`src/rtl/irq_accept_pkg.sv`:
```
package irq_accept_pkg;

   typedef enum logic [1:0] {
      HS_IDLE = 2'd0,
      HS_ACK  = 2'd1,
      HS_CAPT = 2'd2
   } hs_state_e;

   typedef enum logic [2:0] {
      PICK_NONE = 3'd0,
      PICK_EXC  = 3'd1,
      PICK_STEP = 3'd2,
      PICK_NMI  = 3'd3,
      PICK_MASK = 3'd4
   } pick_e;

   localparam int unsigned VNUM_DIV  = 0;
   localparam int unsigned VNUM_STEP = 1;
   localparam int unsigned VNUM_NMI  = 2;
   localparam int unsigned VNUM_BRK  = 3;
   localparam int unsigned VNUM_OVF  = 4;

   localparam int unsigned EXC_SRC_N = 3;
   localparam int unsigned VNUM_MAX  = 4;

endpackage

```
`src/rtl/irq_nmi_edge.sv`:
```
module irq_nmi_edge #(
   parameter bit EDGE_MODE = 1'b1
) (
   input  logic clk,
   input  logic rst_n,
   input  logic pin_i,
   input  logic take_i,
   output logic pend_o
);

   generate
      if (EDGE_MODE) begin : g_edge
         logic prev_q;
         logic pend_q;
         logic rise;

         assign rise = pin_i & ~prev_q;

         always_ff @(posedge clk or negedge rst_n) begin
            if (!rst_n) begin
               prev_q <= 1'b0;
               pend_q <= 1'b0;
            end else begin
               prev_q <= pin_i;
               pend_q <= rise | (pend_q & ~take_i);
            end
         end

         assign pend_o = pend_q;

         // a pending request survives until it is taken
         a_r6_nmi_held: assert property (@(posedge clk) disable iff (!rst_n)
            (pend_q && !take_i) |=> pend_q);
      end else begin : g_level
         assign pend_o = pin_i;
      end
   endgenerate

endmodule

```
`src/rtl/irq_exc_encode.sv`:
```
module irq_exc_encode
   import irq_accept_pkg::*;
#(
   parameter int unsigned VEC_W = 8
) (
   input  logic             div_err_i,
   input  logic             brk_i,
   input  logic             ovf_chk_i,
   input  logic             ovf_uncond_i,
   input  logic             ovf_flag_i,
   output logic             hit_o,
   output logic [VEC_W-1:0] vec_o,
   output logic             restart_o
);

   localparam int unsigned N = EXC_SRC_N;

   logic [N-1:0]       req;
   logic [VEC_W-1:0]   vtab [N];
   logic [N-1:0]       fault_tab;

   // index 0 is the highest priority
   assign req[0] = div_err_i;
   assign req[1] = brk_i;
   assign req[2] = ovf_uncond_i | (ovf_chk_i & ovf_flag_i);

   assign vtab[0] = VEC_W'(VNUM_DIV);
   assign vtab[1] = VEC_W'(VNUM_BRK);
   assign vtab[2] = VEC_W'(VNUM_OVF);

   assign fault_tab = N'(1);

   always_comb begin
      hit_o     = 1'b0;
      vec_o     = '0;
      restart_o = 1'b0;
      for (int i = N - 1; i >= 0; i--) begin
         if (req[i]) begin
            hit_o     = 1'b1;
            vec_o     = vtab[i];
            restart_o = fault_tab[i];
         end
      end
   end

endmodule

```
`src/rtl/irq_ack_fsm.sv`:
```
module irq_ack_fsm
   import irq_accept_pkg::*;
#(
   parameter int unsigned VEC_W = 8
) (
   input  logic             clk,
   input  logic             rst_n,
   input  logic             start_i,
   input  logic [VEC_W-1:0] bus_i,
   output logic             ack_o,
   output logic             busy_o,
   output logic             cap_valid_o,
   output logic [VEC_W-1:0] cap_vec_o
);

   hs_state_e state_q, state_d;

   always_comb begin
      state_d = state_q;
      unique case (state_q)
         HS_IDLE: if (start_i) state_d = HS_ACK;
         HS_ACK:  state_d = HS_CAPT;
         HS_CAPT: state_d = HS_IDLE;
         default: state_d = HS_IDLE;
      endcase
   end

   always_ff @(posedge clk or negedge rst_n) begin
      if (!rst_n) state_q <= HS_IDLE;
      else        state_q <= state_d;
   end

   assign ack_o       = (state_q == HS_ACK);
   assign busy_o      = (state_q != HS_IDLE);
   assign cap_valid_o = (state_q == HS_CAPT);
   assign cap_vec_o   = bus_i;

   // capture always follows the acknowledge cycle directly
   a_r8_ack_then_capt: assert property (@(posedge clk) disable iff (!rst_n)
      ack_o |=> (cap_valid_o && !ack_o));

endmodule

```
`src/rtl/irq_prio_select.sv`:
```
module irq_prio_select
   import irq_accept_pkg::*;
#(
   parameter int unsigned VEC_W = 8
) (
   input  logic             exc_hit_i,
   input  logic [VEC_W-1:0] exc_vec_i,
   input  logic             exc_restart_i,
   input  logic             step_i,
   input  logic             nmi_i,
   input  logic             mask_i,
   output pick_e            pick_o,
   output logic [VEC_W-1:0] vec_o,
   output logic             restart_o
);

   always_comb begin
      pick_o    = PICK_NONE;
      vec_o     = '0;
      restart_o = 1'b0;
      if (exc_hit_i) begin
         pick_o    = PICK_EXC;
         vec_o     = exc_vec_i;
         restart_o = exc_restart_i;
      end else if (step_i) begin
         pick_o = PICK_STEP;
         vec_o  = VEC_W'(VNUM_STEP);
      end else if (nmi_i) begin
         pick_o = PICK_NMI;
         vec_o  = VEC_W'(VNUM_NMI);
      end else if (mask_i) begin
         pick_o = PICK_MASK;
      end
   end

endmodule

```
`src/rtl/irq_accept_unit.sv`:
```
module irq_accept_unit
   import irq_accept_pkg::*;
#(
   parameter int unsigned VEC_W     = 8,
   parameter bit          NMI_EDGE  = 1'b1
) (
   input  logic             clk,
   input  logic             rst_n,
   input  logic             boundary_i,
   input  logic             div_err_i,
   input  logic             brk_i,
   input  logic             ovf_chk_i,
   input  logic             ovf_uncond_i,
   input  logic             ovf_flag_i,
   input  logic             trap_flag_i,
   input  logic             int_en_i,
   input  logic             nmi_pin_i,
   input  logic             intr_i,
   input  logic [VEC_W-1:0] bus_i,
   output logic             ack_o,
   output logic             vec_valid_o,
   output logic [VEC_W-1:0] vec_o,
   output logic             restart_o
);

   localparam int unsigned MIN_W = $clog2(VNUM_MAX + 1);

   generate
      if (VEC_W < MIN_W) begin : g_bad_width
         $error("VEC_W too narrow for the dedicated vectors");
      end
   endgenerate

   logic             exc_hit, exc_rst;
   logic [VEC_W-1:0] exc_vec;
   logic             nmi_pend, nmi_take;
   logic             hs_busy, cap_valid, hs_start;
   logic [VEC_W-1:0] cap_vec;
   logic             eval;
   pick_e            pick;
   logic [VEC_W-1:0] sel_vec;
   logic             sel_rst;

   logic             valid_q;
   logic [VEC_W-1:0] vec_q;
   logic             rst_q;

   assign eval = boundary_i & ~hs_busy;

   irq_exc_encode #(.VEC_W(VEC_W)) u_exc (
      .div_err_i    (div_err_i),
      .brk_i        (brk_i),
      .ovf_chk_i    (ovf_chk_i),
      .ovf_uncond_i (ovf_uncond_i),
      .ovf_flag_i   (ovf_flag_i),
      .hit_o        (exc_hit),
      .vec_o        (exc_vec),
      .restart_o    (exc_rst)
   );

   irq_nmi_edge #(.EDGE_MODE(NMI_EDGE)) u_nmi (
      .clk    (clk),
      .rst_n  (rst_n),
      .pin_i  (nmi_pin_i),
      .take_i (nmi_take),
      .pend_o (nmi_pend)
   );

   irq_prio_select #(.VEC_W(VEC_W)) u_sel (
      .exc_hit_i     (exc_hit),
      .exc_vec_i     (exc_vec),
      .exc_restart_i (exc_rst),
      .step_i        (trap_flag_i),
      .nmi_i         (nmi_pend),
      .mask_i        (intr_i & int_en_i),
      .pick_o        (pick),
      .vec_o         (sel_vec),
      .restart_o     (sel_rst)
   );

   assign nmi_take = eval & (pick == PICK_NMI);
   assign hs_start = eval & (pick == PICK_MASK);

   irq_ack_fsm #(.VEC_W(VEC_W)) u_ack (
      .clk         (clk),
      .rst_n       (rst_n),
      .start_i     (hs_start),
      .bus_i       (bus_i),
      .ack_o       (ack_o),
      .busy_o      (hs_busy),
      .cap_valid_o (cap_valid),
      .cap_vec_o   (cap_vec)
   );

   always_ff @(posedge clk or negedge rst_n) begin
      if (!rst_n) begin
         valid_q <= 1'b0;
         vec_q   <= '0;
         rst_q   <= 1'b0;
      end else begin
         valid_q <= 1'b0;
         rst_q   <= 1'b0;
         if (cap_valid) begin
            valid_q <= 1'b1;
            vec_q   <= cap_vec;
         end else if (eval && pick != PICK_NONE && pick != PICK_MASK) begin
            valid_q <= 1'b1;
            vec_q   <= sel_vec;
            rst_q   <= sel_rst;
         end
      end
   end

   assign vec_valid_o = valid_q;
   assign vec_o       = vec_q;
   assign restart_o   = rst_q;

   // acknowledge lasts a single cycle
   a_r8_ack_single: assert property (@(posedge clk) disable iff (!rst_n)
      ack_o |=> !ack_o);

   // two edges after acknowledge the sampled bus value is presented
   a_r8_bus_capture: assert property (@(posedge clk) disable iff (!rst_n)
      ack_o |-> ##2 (vec_valid_o && (vec_o == $past(bus_i)) && !restart_o));

   // acknowledge only starts from an enabled request at a boundary
   a_r7_enable_gate: assert property (@(posedge clk) disable iff (!rst_n)
      $rose(ack_o) |-> $past(int_en_i && intr_i && boundary_i));

   // restart accompanies only the division vector
   a_r3_restart_div: assert property (@(posedge clk) disable iff (!rst_n)
      restart_o |-> (vec_valid_o && vec_o == '0));

   // no direct vector appears in the cycle after acknowledge
   a_r9_busy_quiet: assert property (@(posedge clk) disable iff (!rst_n)
      ack_o |=> !vec_valid_o);

endmodule

```
`config.mk`:
```
export PLATFORM = sky130hd
export DESIGN_NAME = irq_accept_unit
export DESIGN_NICKNAME = d
export VERILOG_FILES = /design/src/rtl/irq_accept_pkg.sv /design/src/rtl/irq_nmi_edge.sv /design/src/rtl/irq_exc_encode.sv /design/src/rtl/irq_ack_fsm.sv /design/src/rtl/irq_prio_select.sv /design/src/rtl/irq_accept_unit.sv
export SDC_FILE = /design/constraint.sdc
export NUM_CORES = 1
export LEC_CHECK = 0
export BUFFER_PORTS_ARGS = -buffer_cell sky130_fd_sc_hd__buf_2
export CAP_MARGIN = 15
export CORE_AREA = 2 2 39 41
export DETAILED_ROUTE_END_ITERATION = 12
export DIE_AREA = 0 0 41 43
export GPL_TIMING_DRIVEN = 0
export MAX_ROUTING_LAYER = met4
export PLACE_DENSITY = 0.78
export SLEW_MARGIN = 30
export SYNTH_ARGS = -nofsm -noshare
export SYNTH_HDL_FRONTEND = slang
export SYNTH_SLANG_ARGS = --single-unit
```
`constraint.sdc`:
```
create_clock -name clk -period 2.35 [get_ports clk]
set_clock_uncertainty 0.05 [all_clocks]
set_input_delay 0.705 -clock clk [delete_from_list [all_inputs] [get_ports clk]]
set_output_delay 0.705 -clock clk [all_outputs]
set_load 0.01 [all_outputs]
```
== Word-level counts from Yosys, hierarchy flattened ==
Cells that the tools add are included.
Cells by class
  eq/ne operators: 6
  multiplexer cells: 23
  bitwise gates (word level): 12
  reductions and logical operators: 6
Operator list (number)
  $mux W8: 4
  $mux W3: 7
  $mux W1: 9
  $and A1 B1 Y1: 7
  $mux W2: 2
  $pmux W2 S2: 1
  $reduce_bool A2 Y1: 2
  $eq A3 B2 Y1 const B: 1
  $eq A3 B3 Y1 const B: 1
  $ne A3 B3 Y1 const B: 1
  $not A1 Y1: 3
  $reduce_bool A3 Y1: 1
  $eq A2 B1 Y1 const B: 1
  $eq A2 B2 Y1 const B: 1
  $logic_and A1 B1 Y1: 2
  $logic_not A2 Y1: 1
  $ne A2 B2 Y1 const B: 1
  $or A1 B1 Y1: 2
Word-level totals
  register bits after elaboration: 14
  bits of input ports: 20
  logic and storage cells: 53

== Logic depth before layout (Yosys ltp) ==
  depth in word-level cells: 11
  gate-level depth with buffers: 5
  mapped depth without buffers: 4

== By module ==
A second synthesis with hierarchy kept.
Unflattened totals
  cells, all modules: 86
  area total of the unflattened synthesis: 964.7 um^2
Modules (own cells, without submodules)
  irq_accept_unit: times used 1, cells each 37, area an instance 553.0 um^2
  irq_ack_fsm: times used 1, cells each 15, area an instance 142.6 um^2
  irq_prio_select: times used 1, cells each 16, area an instance 110.1 um^2
  irq_exc_encode: times used 1, cells each 13, area an instance 88.8 um^2
  irq_nmi_edge: times used 1, cells each 5, area an instance 70.1 um^2

== Worst setup path before layout ==
Ideal clock, no wire load.
  path type: input to register
  start: input brk_i
  end: register vec_q[3], in the netlist vec_o[3]
  library setup time: 0.121 ns
  data arrival time: 1.422 ns
  required time: 2.179 ns
  slack: 0.757 ns
  stages on the path: 4
  path buffers: 1
  path through: nor2_1 a311o_1 buf_6 a22o_1
Between the ends
  cells in the longest elaborated chain, start to end: 7
  elaborated cells on any way between the ends: 11
  classes of those cells: eq/ne: 1; mux: 6; reduce/logical: 4
RTL lines
  start: declaration: line irq_accept_unit.sv:11  | input logic brk_i,
  $mux W1 * (2 in series): line irq_exc_encode.sv:38  | if (req[i]) begin
  $mux W3: line irq_prio_select.sv:21  | if (exc_hit_i) begin
  $reduce_bool A3 Y1: line irq_accept_unit.sv:106  | end else if (eval && pick != PICK_NONE && pick != PICK_MASK) begin
  $logic_and A1 B1 Y1 (2 in series): line irq_accept_unit.sv:106
  $reduce_bool A2 Y1 (no line)
  end signal: assignment: line irq_accept_unit.sv:105  | vec_q <= cap_vec;
  end signal: assignment: line irq_accept_unit.sv:108  | vec_q <= sel_vec;
  end: declaration: line irq_accept_unit.sv:45  | logic [VEC_W-1:0] vec_q;
Mark *: on every way between the ends. The rest lies on a longest branch, timed or not. The select of a mux whose other input is x is not followed.
A chain may end at the register's enable or synchronous reset.

== Final worst setup path ==
  start: register u_ack.state_q[1]
  end: output ack_o
Between the ends
  cells in the longest elaborated chain, start to end: 1
RTL lines
  start: declaration: line irq_ack_fsm.sv:16  | hs_state_e state_q, state_d;
  start signal: assignment: line irq_ack_fsm.sv:30  | else state_q <= state_d;
  $eq A2 B1 Y1: line irq_ack_fsm.sv:33  | assign ack_o = (state_q == HS_ACK);
  end: declaration: line irq_accept_unit.sv:20  | output logic ack_o,
Every way passes these cells.

==> flow_summary.yaml <==
synth:
  ys_top_cells_by_area: "dfrtp_1 60%, a22o_1 7.5%, nand2_1 3.9%"
  ys_seq_elements: 14
  syn_nets: 72
  ys_warn_count: 0
  netlist_instances: 52
  synth_area_sq_um: 581.8
  synthDominantAreaCellType: "dfrtp_1"
  synth_top_area_share: 0.6022
  synth.distinct_cells: 20
  synth_seq_area_share: 0.6022
  syn_avg_cell_area_sq_um: 11.19
routing:
  vias: 522
  route.detailed.drc: 0
  totalWireLength_mm: 1.275
  drt-pass1-iter-count: 4
  drt_iter0_drc: 10
  avgViaCountPerCell: 5.118
  post_drt_wl_per_cell_um: 12.50
  postRouteAntennaNets: 0
grt:
  grt_max_degree: 15
  grt_pass1_vias: 513
  antenna_found_initial: 0
  grt-ovfl-total: 0
  grt_pass1_wl_mm: 2.056
  met3_usage: 0.03141
  grt_busiest_layer: "met2"
  grt_util_met1: 0.1818
  track_usage: 0.1806
  grtUsageMet2: 0.2969
setup_path:
  critPathKind: "register to output pin"
  cp-end-kind: "output pin"
  critical_path_arrival_ns: 1.04
  r2r_start: "u_ack.state_q[1]$_DFFE_PN0P_"
  cp.required_ns: 1.59
  crit_fanout: 6
  crit_start: "u_ack.state_q[1]$_DFFE_PN0P_"
  start_kind: "register"
timing:
  hold_viol: 0
  min_period_ns: 1.792
  min_period_over_period: 0.7623
  maxSlewViolCount: 0
  timing.hold.ws_ns: 0.2431
  fmax_ghz: 0.5582
  max_slew_margin: 0.7200
  worstMarginPinSlew_ns: 0.4201
  setup_viol: 0
  rsz0062_at_grt: "false"
  finalSetupTns_ns: 0
  fin_ws_ns: 0.5585
floorplan:
  initial_utilization: 0.4204
  rows: 14
  core_sq_um: 1384
  die_h_um: 43
  fp.dieArea_sq_um: 1763
  die_w_um: 41
  ios: 31
hold_path:
  hold_path_class: "primary input to asynchronous set/reset pin"
power:
  power_density_nw_per_um2: 610.2
  p_leak_nw: 0.4354
  irDropWorstVdd_v: 0.0003650
final_layout:
  final_common_cell: "buf_2"
  final_nets: 107
  n_antenna_cell: 0
  final_util: 0.5696
  drive_gt1_frac: 0.4186
  fillCellCount: 131
  area_delta_synth_final_pct: 35.48
  final_cell_mix: "30 x buf_2, 14 x dfrtp_1, 6 x nand2_1"
cts:
  numCtsBuffers: 3
  post_cts_buffers: 0
  clk_latency_ns: 0.28
  cts-hold-fix-buffers: 0
  cts_tree: "yes"
  post_cts_resize_count: 0
  path_clk_slew_ns: 0.09
  cts_max_level: 1
  cts-root-buf: "clkbuf_4"
  cts_buffer_depth: 2
  cts_sinks: 14
status:
  status: "completed"
run:
  max_cap_viol_count: 0
placement:
  io_buffers: 30
  globalplace.congestion: 0.7068
  dp_hpwl_um: 992.8
  dpl_worst_slack_ns: 0.5271
-- routing by layer --
metal / vias to the layer above / share of wire
met5: - / 0
met4: 0 / 0.030
met3: 5 / 0.063
met2: 24 / 0.53
met1: 237 / 0.38
li1: 256 / -
-- worst paths after layout --
check	to	slack (ns)	cells after the start
hold reg to reg	u_nmi.pend_o$_DFF_PN0_	0.38	1
max in group asynchronous	vec_o[4]$_DFFE_PN0P_	1.77	1
setup / recovery	ack_o	0.56	2
hold / removal	restart_o$_DFF_PN0_	0.24	1
setup reg to reg	vec_o[3]$_DFFE_PN0P_	0.93	4
min in group clk	u_nmi.pend_o$_DFF_PN0_	0.38	1
-- state kept, by name (all words and copies together), names as in the netlist --
signal	flops
restart_o	1
u_nmi.pend_o	1
vec_valid_o	1
vec_o	8
u_ack.state_q	2
u_nmi.g_edge.prev_q	1
-- synthesized netlist by cell type, drive strengths merged --
cell type,n
a211oi,1
a21oi,3
a221o,1
a22o,5
a311o,1
and2b,2
and3,1
buf,1
clkbuf,1
dfrtp,14
inv,2
nand2,6
nand3,1
nand4,1
nor2,5
nor2b,1
nor3,1
o21ai,3
o31a,2
-- power breakdown --
group	leakage [nW]	internal (mW)	switching [mW]
Sequential	0.182	0.249	0.00345
Combinational	0.232	0.0257	0.0282
Clock	0.0210	0.0943	0.0805
Total	0.435	0.369	0.112
-- cells by family (layout without fill, tap and decap cells) --
logic type             count (synthesis)  after routing  share of synthesized area
buffers and inverters                  4             38                    0.03871
AO/OA/AOI/OAI                         16             16                     0.2129
flip-flops                            14             14                     0.6022
AND/OR/NAND/NOR                       18             18                     0.1462
-- worst max-delay path, cell delays in order, from the launching register on --
cell	delay, ns
dfrtp_1	0.43
and2b_1	0.20
buf_2	0.12
-- through the flow --
stage,instance area [sq um],total power [mW],std cells
after global routing,788.3,0.5001,102
after CTS,788.3,0.4883,102
after detailed placement,752.0,0.3122,98
after floorplan,581.8,0.2786,52
final,788.3,0.4810,102
after global placement,752.0,0.3100,98
-- final cells by class --
type / instances / area (sq um) / area share
inverter: 2 / 7.507 / 0.009524
buffer: 2 / 15.01 / 0.01905
tap: 16 / 20.02 / 0.02540
sequential: 14 / 350.3 / 0.4444
clock buffer: 4 / 36.28 / 0.04603
multi-input combinational: 34 / 209.0 / 0.2651
timing repair buffer: 30 / 150.1 / 0.1905
Note: power is estimated with default switching activity, not from simulation.
